### src/rtl/t0p_pkg.sv
package t0p_pkg;

  typedef enum logic [2:0] {
    S_IDLE  = 3'd0,
    S_HDR   = 3'd1,
    S_PROC  = 3'd2,
    S_BURST = 3'd3,
    S_ONE   = 3'd4,
    S_RXN   = 3'd5,
    S_RX1   = 3'd6,
    S_SW2   = 3'd7
  } eng_state_t;

  typedef enum logic [1:0] {
    C_NONE  = 2'd0,
    C_TMO   = 2'd1,
    C_RXE   = 2'd2,
    C_PROTO = 2'd3
  } fail_cause_t;

  typedef enum logic [2:0] {
    PB_ACK  = 3'd0,
    PB_CPL  = 3'd1,
    PB_WAIT = 3'd2,
    PB_STAT = 3'd3,
    PB_BAD  = 3'd4
  } pb_kind_t;

  localparam logic [7:0] WAIT_BYTE = 8'h60;
  localparam int unsigned HDR_BYTES = 5;
  localparam int unsigned INS_POS   = 1;
  localparam int unsigned P3_POS    = 4;

endpackage

### src/rtl/t0p_classify.sv
module t0p_classify
  import t0p_pkg::*;
(
  input  logic [7:0] ins,
  input  logic [7:0] pb,
  output pb_kind_t   kind
);

  logic is_ack;
  logic is_cpl;
  logic is_stat;

  always_comb begin
    is_ack  = (pb[7:1] == ins[7:1]);
    is_cpl  = (pb[7:1] == ~ins[7:1]);
    is_stat = (pb[7:4] == 4'h6) || (pb[7:4] == 4'h9);
    if (is_ack)                 kind = PB_ACK;
    else if (is_cpl)            kind = PB_CPL;
    else if (pb == WAIT_BYTE)   kind = PB_WAIT;
    else if (is_stat)           kind = PB_STAT;
    else                        kind = PB_BAD;
  end

endmodule

### src/rtl/t0p_hdr_regs.sv
module t0p_hdr_regs
  import t0p_pkg::*;
#(
  parameter int unsigned LEN_W = 5
) (
  input  logic             clk,
  input  logic             rst_n,
  input  logic             cap_en,
  input  logic [LEN_W-1:0] pos,
  input  logic [7:0]       data,
  output logic [7:0]       ins,
  output logic [7:0]       p3
);

  logic [7:0] ins_q, ins_d;
  logic [7:0] p3_q, p3_d;

  always_comb begin
    ins_d = ins_q;
    p3_d  = p3_q;
    if (cap_en && (pos == LEN_W'(INS_POS))) ins_d = data;
    if (cap_en && (pos == LEN_W'(P3_POS)))  p3_d  = data;
  end

  always_ff @(posedge clk or negedge rst_n) begin
    if (!rst_n) begin
      ins_q <= 8'h00;
      p3_q  <= 8'h00;
    end else if (cap_en) begin
      ins_q <= ins_d;
      p3_q  <= p3_d;
    end
  end

  assign ins = ins_q;
  assign p3  = p3_q;

endmodule

### src/rtl/t0p_count.sv
module t0p_count #(
  parameter int unsigned W = 9
) (
  input  logic         clk,
  input  logic         rst_n,
  input  logic         clr,
  input  logic         inc,
  output logic [W-1:0] cnt
);

  logic [W-1:0] cnt_q, cnt_d;

  always_comb begin
    cnt_d = cnt_q;
    if (clr)      cnt_d = '0;
    else if (inc) cnt_d = cnt_q + W'(1);
  end

  always_ff @(posedge clk or negedge rst_n) begin
    if (!rst_n)          cnt_q <= '0;
    else if (clr || inc) cnt_q <= cnt_d;
  end

  assign cnt = cnt_q;

  // the count moves by one per write, or returns to zero on clear
  a_r12_count_step: assert property (@(posedge clk) disable iff (!rst_n)
    (!clr && inc) |=> (cnt_q == $past(cnt_q) + W'(1)));

endmodule

### src/rtl/t0_cmd_engine.sv
module t0_cmd_engine
  import t0p_pkg::*;
#(
  parameter int unsigned CMD_DEPTH = 16,
  parameter int unsigned RSP_W     = 9,
  localparam int unsigned IDX_W    = $clog2(CMD_DEPTH),
  localparam int unsigned LEN_W    = IDX_W + 1
) (
  input  logic             clk,
  input  logic             rst_n,
  input  logic             start,
  input  logic [LEN_W-1:0] cmd_len,
  output logic [IDX_W-1:0] cmd_idx,
  input  logic [7:0]       cmd_data,
  output logic             tx_valid,
  output logic [7:0]       tx_byte,
  output logic             tx_last,
  input  logic             tx_ready,
  input  logic             rx_valid,
  input  logic [7:0]       rx_byte,
  input  logic             rx_err,
  input  logic             rx_tmo,
  output logic             rsp_we,
  output logic [RSP_W-1:0] rsp_idx,
  output logic [7:0]       rsp_byte,
  output logic [RSP_W-1:0] rsp_count,
  output logic             busy,
  output logic             done,
  output logic             err,
  output logic [1:0]       err_cause
);

  eng_state_t        state_q, state_d;
  logic [LEN_W-1:0]  ptr_q, ptr_d;
  logic [RSP_W-1:0]  xcnt_q, xcnt_d;
  logic              done_q, done_d;
  logic              err_q, err_d;
  fail_cause_t       cause_q, cause_d;

  logic [7:0]        ins_b;
  logic [7:0]        p3_b;
  pb_kind_t          kind;
  logic              tx_fire;
  logic              rx_good;
  logic              remain;
  logic              at_hdr_end;
  logic              at_cmd_end;
  logic [RSP_W-1:0]  rxn_final;
  logic              launch;

  assign launch     = (state_q == S_IDLE) && start;
  assign tx_fire    = tx_valid && tx_ready;
  assign rx_good    = rx_valid && !rx_err && !rx_tmo;
  assign remain     = (ptr_q < cmd_len);
  assign at_hdr_end = (ptr_q == LEN_W'(HDR_BYTES - 1));
  assign at_cmd_end = (ptr_q == (cmd_len - LEN_W'(1)));
  assign rxn_final  = RSP_W'(p3_b) + RSP_W'(1);

  t0p_hdr_regs #(.LEN_W(LEN_W)) u_hdr (
    .clk    (clk),
    .rst_n  (rst_n),
    .cap_en ((state_q == S_HDR) && tx_fire),
    .pos    (ptr_q),
    .data   (cmd_data),
    .ins    (ins_b),
    .p3     (p3_b)
  );

  t0p_classify u_cls (
    .ins  (ins_b),
    .pb   (rx_byte),
    .kind (kind)
  );

  t0p_count #(.W(RSP_W)) u_rcnt (
    .clk   (clk),
    .rst_n (rst_n),
    .clr   (launch),
    .inc   (rsp_we),
    .cnt   (rsp_count)
  );

  // transmit side
  assign cmd_idx  = ptr_q[IDX_W-1:0];
  assign tx_byte  = cmd_data;
  assign tx_valid = (state_q == S_HDR) || (state_q == S_BURST) || (state_q == S_ONE);
  assign tx_last  = ((state_q == S_HDR) && at_hdr_end) ||
                    ((state_q == S_BURST) && at_cmd_end) ||
                    (state_q == S_ONE);

  // response side
  always_comb begin
    rsp_we = 1'b0;
    case (state_q)
      S_PROC:               rsp_we = rx_good && (kind == PB_STAT);
      S_RXN, S_RX1, S_SW2:  rsp_we = rx_good;
      default:              rsp_we = 1'b0;
    endcase
  end
  assign rsp_idx  = rsp_count;
  assign rsp_byte = rx_byte;

  // next-state
  always_comb begin
    state_d = state_q;
    ptr_d   = ptr_q;
    xcnt_d  = xcnt_q;
    done_d  = 1'b0;
    err_d   = err_q;
    cause_d = cause_q;
    case (state_q)
      S_IDLE: begin
        if (start) begin
          state_d = S_HDR;
          ptr_d   = '0;
          err_d   = 1'b0;
          cause_d = C_NONE;
        end
      end
      S_HDR: begin
        if (tx_fire) begin
          ptr_d = ptr_q + LEN_W'(1);
          if (at_hdr_end) state_d = S_PROC;
        end
      end
      S_PROC: begin
        if (rx_err) begin
          state_d = S_IDLE; done_d = 1'b1; err_d = 1'b1; cause_d = C_RXE;
        end else if (rx_tmo) begin
          state_d = S_IDLE; done_d = 1'b1; err_d = 1'b1; cause_d = C_TMO;
        end else if (rx_valid) begin
          case (kind)
            PB_ACK: begin
              if (remain) state_d = S_BURST;
              else begin
                state_d = S_RXN;
                xcnt_d  = '0;
              end
            end
            PB_CPL:  state_d = remain ? S_ONE : S_RX1;
            PB_WAIT: state_d = S_PROC;
            PB_STAT: state_d = S_SW2;
            default: begin
              state_d = S_IDLE; done_d = 1'b1; err_d = 1'b1; cause_d = C_PROTO;
            end
          endcase
        end
      end
      S_BURST: begin
        if (tx_fire) begin
          ptr_d = ptr_q + LEN_W'(1);
          if (at_cmd_end) state_d = S_PROC;
        end
      end
      S_ONE: begin
        if (tx_fire) begin
          ptr_d   = ptr_q + LEN_W'(1);
          state_d = S_PROC;
        end
      end
      S_RXN: begin
        if (rx_err || rx_tmo) begin
          state_d = S_IDLE; done_d = 1'b1; err_d = 1'b1;
          cause_d = rx_err ? C_RXE : C_TMO;
        end else if (rx_valid) begin
          xcnt_d = xcnt_q + RSP_W'(1);
          if (xcnt_q == rxn_final) begin
            state_d = S_IDLE; done_d = 1'b1;
          end
        end
      end
      S_RX1: begin
        if (rx_err) begin
          state_d = S_IDLE; done_d = 1'b1; err_d = 1'b1; cause_d = C_RXE;
        end else if (rx_tmo) begin
          state_d = S_IDLE; done_d = 1'b1;
        end else if (rx_valid) begin
          state_d = S_PROC;
        end
      end
      S_SW2: begin
        if (rx_err || rx_tmo) begin
          state_d = S_IDLE; done_d = 1'b1; err_d = 1'b1;
          cause_d = rx_err ? C_RXE : C_TMO;
        end else if (rx_valid) begin
          state_d = S_IDLE; done_d = 1'b1;
        end
      end
      default: state_d = S_IDLE;
    endcase
  end

  // registers
  always_ff @(posedge clk or negedge rst_n) begin
    if (!rst_n) begin
      state_q <= S_IDLE;
      ptr_q   <= '0;
      xcnt_q  <= '0;
      done_q  <= 1'b0;
      err_q   <= 1'b0;
      cause_q <= C_NONE;
    end else begin
      state_q <= state_d;
      ptr_q   <= ptr_d;
      xcnt_q  <= xcnt_d;
      done_q  <= done_d;
      err_q   <= err_d;
      cause_q <= cause_d;
    end
  end

  assign busy      = (state_q != S_IDLE);
  assign done      = done_q;
  assign err       = err_q;
  assign err_cause = cause_q;

  // last flag only accompanies an offered byte
  a_r10_last_needs_valid: assert property (@(posedge clk) disable iff (!rst_n)
    tx_last |-> tx_valid);

  // a stalled byte stays offered at the same index
  a_r3_hold_on_stall: assert property (@(posedge clk) disable iff (!rst_n)
    (tx_valid && !tx_ready) |=> (tx_valid && $stable(cmd_idx)));

  // nothing is written to the response buffer during the header
  a_r1_quiet_header: assert property (@(posedge clk) disable iff (!rst_n)
    (state_q == S_HDR) |-> !rsp_we);

  // completion is a single-cycle pulse
  a_r12_done_single: assert property (@(posedge clk) disable iff (!rst_n)
    done |=> !done);

  // an error outcome always carries a cause, a clean one never does
  a_r12_err_has_cause: assert property (@(posedge clk) disable iff (!rst_n)
    done |-> (err == (err_cause != 2'd0)));

  // a single-byte transfer returns to procedure wait
  a_r5_one_then_wait: assert property (@(posedge clk) disable iff (!rst_n)
    ((state_q == S_ONE) && tx_ready) |=> (state_q == S_PROC));

endmodule

### config.mk
export PLATFORM = sky130hd
export DESIGN_NAME = t0_cmd_engine
export DESIGN_NICKNAME = d
export VERILOG_FILES = /design/src/rtl/t0p_pkg.sv /design/src/rtl/t0p_classify.sv /design/src/rtl/t0p_hdr_regs.sv /design/src/rtl/t0p_count.sv /design/src/rtl/t0_cmd_engine.sv
export SDC_FILE = /design/constraint.sdc
export NUM_CORES = 1
export LEC_CHECK = 0
export ABC_CLOCK_PERIOD_IN_PS = 2500
export BUFFER_PORTS_ARGS = -buffer_cell sky130_fd_sc_hd__buf_2
export CORE_MARGIN = 10
export CORE_UTILIZATION = 40
export DETAILED_ROUTE_END_ITERATION = 8
export HOLD_SLACK_MARGIN = 0.05
export SYNTH_ARGS = -nofsm -noshare
export SYNTH_HDL_FRONTEND = slang
export SYNTH_SLANG_ARGS = --single-unit
### constraint.sdc
create_clock -name clk -period 2.5 [get_ports clk]
set_input_delay 0.625 -clock clk [delete_from_list [all_inputs] [get_ports clk]]
set_output_delay 0.625 -clock clk [all_outputs]
set_load 0.005 [all_outputs]
==> flow_summary.toml <==
[setup_path]
cp.arrival_ns = 1.96
worstPathCellList = "buf_6 > or4bb_1 > o21a_1 > o41a_1 > nor2_2 > buf_2"
crit_path_max_fanout = 4
timing.critical_path.required_ns = 1.88
r2r-start = "xcnt_q[4]"
cp_slowest_cell = "sky130_fd_sc_hd__or4bb_1"
crit_path_start = "rx_byte[5]"
path_class = "input pin to output port"
setup.worst_path.end_class = "output port"
cp-start-kind = "input pin"
cpPeakStageDelay_ns = 0.52

[cts]
sinks_on_clock_net = 45
worst_setup_hold_path_clk_slew_ns = 0.09
cts-buffers-inserted = 5
clock_latency_ns = 0.30
cts-hold-fix-buffers = 0
cts_max_level = 2
cts_tree = "yes"
cts_buffer_depth = 2
root_buffer = "sky130_fd_sc_hd__clkbuf_8"

[logic_synthesis]
synthesis.area_um2 = 3350
fraction_of_post_synthesis_cell_area_in_the_top_cell_type_by_area_pct = 33.7
synth_edf_count = 0
synth.net_count = 418
synth-seq-cells = 45
yosys.area_share.adder_pct = 4.49
synth.distinct_cells = 60
synth.area.mux_share_pct = 7.18
ys_async_sr_fraction_pct = 100
ys_seq_area_share_pct = 33.7
netlist_top_cells_area = "sky130_fd_sc_hd__dfrtp_1, sky130_fd_sc_hd__buf_4, sky130_fd_sc_hd__mux2_2, sky130_fd_sc_hd__ha_1, sky130_fd_sc_hd__xor2_1"
synth_top_cell_by_area = "sky130_fd_sc_hd__dfrtp_1"
leading_cell_type_by_number_of_instances_after_synthesis = "sky130_fd_sc_hd__dfrtp_1"
most_frequently_used_flop_master_after_synthesis = "sky130_fd_sc_hd__dfrtp_1"
yosys_warnings = 0
xor_xnor_share_of_the_synthesized_area_pct = 4.97
synthesis.area_per_instance_um2 = 8.85
main_combinational_cell_family_by_area_after_synthesis = "simple AND/OR/NAND/NOR gates"
synthesis.instances = 378
synth_top_cells_by_count = "sky130_fd_sc_hd__dfrtp_1, sky130_fd_sc_hd__buf_4, sky130_fd_sc_hd__nand2_1"
area_fraction_in_compound_gates_after_synthesis_pct = 16.3
synthSimpleGateAreaFrac_pct = 23.2

[final_layout]
final_core_util_pct = 48.5
finalNetCount = 483
layout.cells.non_filler = 549
post-route-cell-area_um2 = 3970
fraction_of_final_layout_cells_with_drive_strength_greater_than_1_pct = 32.9
area_growth_syn_to_layout_pct = 18.5
fillerInstances = 813
inserted_diodes = 0

[run_status]
failed_checks = "setup timing"
run_status = "finished, violations left"

[sta]
grt_setup_unrepaired = "yes"
setup_viol = 2
finClkSkew_ns = 0.00551
setup_tns_ns = -0.0868
final_hold_viol_count = 0
timing_worst_slew_pin_value_ns = 0.603
relSlewSlack_pct = 59.8
min_period_over_period_pct = 103
final_period_minus_worst_setup_slack_ns = 2.58
worst_slack_ns = -0.0810
maxSlewViolCount = 0
fmaxAchievable_mhz = 387

[routing]
ant_nets = 0
routed_wirelength_mm = 8.70
first_drt_pass_iteration_count = 4
detail_route.drc_violations = 0
vias = 2982
routed_via_density = 5.43
routedWlPerCell_um = 15.8
drtIter0Drc = 165

[pwr]
pwr_density_cell_nw_per_um2 = 717
leakagePower_nw = 1.88
power.ir.vdd_worst_v = 0.000421

[floorplan]
die_area_um2 = 12400
std_cell_rows = 33
die_width_um = 111
floorplan.initialDensity_pct = 40.9
core_area_um2 = 8180
die_h_um = 111
io_pins = 74

[worst_hold_path]
hold_path.class = "input pin to async pin"

[run]
max_capacitance_violation_count = 0

[global_route]
grtUsageTotal_pct = 13.7
grt_first_pass_wirelength_mm = 14.7
grt_pass1_vias = 3064
global_route.overflow_total = 0
grt_antenna_before_repair = 0
maximum_number_of_pins_on_one_net_before_global_route_repair = 46

[placed_design]
postPlaceCellArea_um2 = 3770
dp_slack_ns = -0.234
numPortBuffers = 73
placed_cells_incl_taps = 541
gp_routability_congestion = 0.832
dp_hpwl_mm = 6.77
## area by class of cell
| cell class | count | area, um^2 | area share (%) |
|---|---|---|---|
| Timing Repair Buffer | 102 | 614 | 15.5 |
| Inverter | 14 | 60.1 | 1.51 |
| Sequential cell | 45 | 1130 | 28.4 |
| Clock inverter | 3 | 21.3 | 0.536 |
| Tap cell | 105 | 131 | 3.31 |
| Clock buffer | 5 | 68.8 | 1.74 |
| Multi-Input combinational cell | 275 | 1940 | 49.0 |
## through the flow
stage	hold slack [ns]	power [W]
6_report	0.406	0.00284
5_1_grt	0.450	0.00308
4_1_cts	0.435	0.00285
3_5_place_dp	0.486	0.00235
3_3_place_gp	0.471	0.00231
2_1_floorplan	0.329	0.00193
## per-layer routing
metal  global-route usage, %  vias up  part of all wire [%]
li1                        -     1481                     -
met1                    16.6     1420                    45
met2                    23.4       73                    49
met3                    3.38        8                   5.3
met4                    3.86        0                   1.2
met5                       0        -                     0
## path summary, 6_finish.rpt
| check | endpoint | slack (ns) | depth (start not counted) |
|---|---|---|---|
| worst min-delay path | xcnt_q[6] | 0.41 | 2 |
| worst max-delay path | rsp_we | -0.08 | 6 |
| worst min register to register | err | 0.50 | 1 |
| min in group clk | err | 0.50 | 1 |
| worst max register to register | state_q[0] | 0.14 | 6 |
| max in group asynchronous | ptr_q[4] | 1.66 | 2 |
## sequential cells by signal (all words and copies together), names as in the netlist
| register | count |
|---|---|
| done | 1 |
| err | 1 |
| err_cause | 2 |
| ptr_q | 5 |
| state_q | 3 |
| u_hdr.ins | 7 |
| u_hdr.p3 | 8 |
| u_rcnt.cnt | 9 |
| xcnt_q | 9 |
## what timing repair did
action / 4_1_cts / 5_1_grt
pin swaps: 5 / 3
gates resized for setup: 14 / 10
endpoints found under the setup margin: 2 / 2
hold endpoints to repair: 0 / 0
setup buffers: 0 / 0
gates cloned: 0 / 0
## power by group
part	switching [W]	total, W	internal, W
logic	0.000663	0.00127	0.000609
clock network	0.000274	0.000473	0.000199
registers	0.000195	0.00110	0.000904
total	0.00113	0.00284	0.00171
## critical path, delay by kind of cell
| family | cells | cell delay, ns |
|---|---|---|
| simple gates | 2 | 0.63 |
| compound gates | 2 | 0.48 |
| buf+inv | 2 | 0.22 |
## cell usage in the layout (no fill, tap or decap), types with 8 or more instances in the layout
cell                       count
sky130_fd_sc_hd__nand4_1       8
sky130_fd_sc_hd__nand2b_1     14
sky130_fd_sc_hd__nor2_1       21
sky130_fd_sc_hd__mux2_2       16
sky130_fd_sc_hd__dfrtp_1      44
sky130_fd_sc_hd__buf_4        30
sky130_fd_sc_hd__o21ai_0      12
sky130_fd_sc_hd__ha_1         11
sky130_fd_sc_hd__nand3_1      15
sky130_fd_sc_hd__nor3_1        9
sky130_fd_sc_hd__nand2_1      27
sky130_fd_sc_hd__buf_2        68
sky130_fd_sc_hd__a31oi_1       8
sky130_fd_sc_hd__xor2_1        9
sky130_fd_sc_hd__inv_1        12
sky130_fd_sc_hd__a21oi_1      20
## logic make-up after synthesis
group / Yosys count
xor gates and xnor gates: 19
adders and majority gates: 12
and+or+nand+nor: 142
muxes: 22
DFF: 45
buffers and inverters: 58
AOI/OAI and AO/OA: 80
No activity file was read; power rests on OpenSTA's default activity.
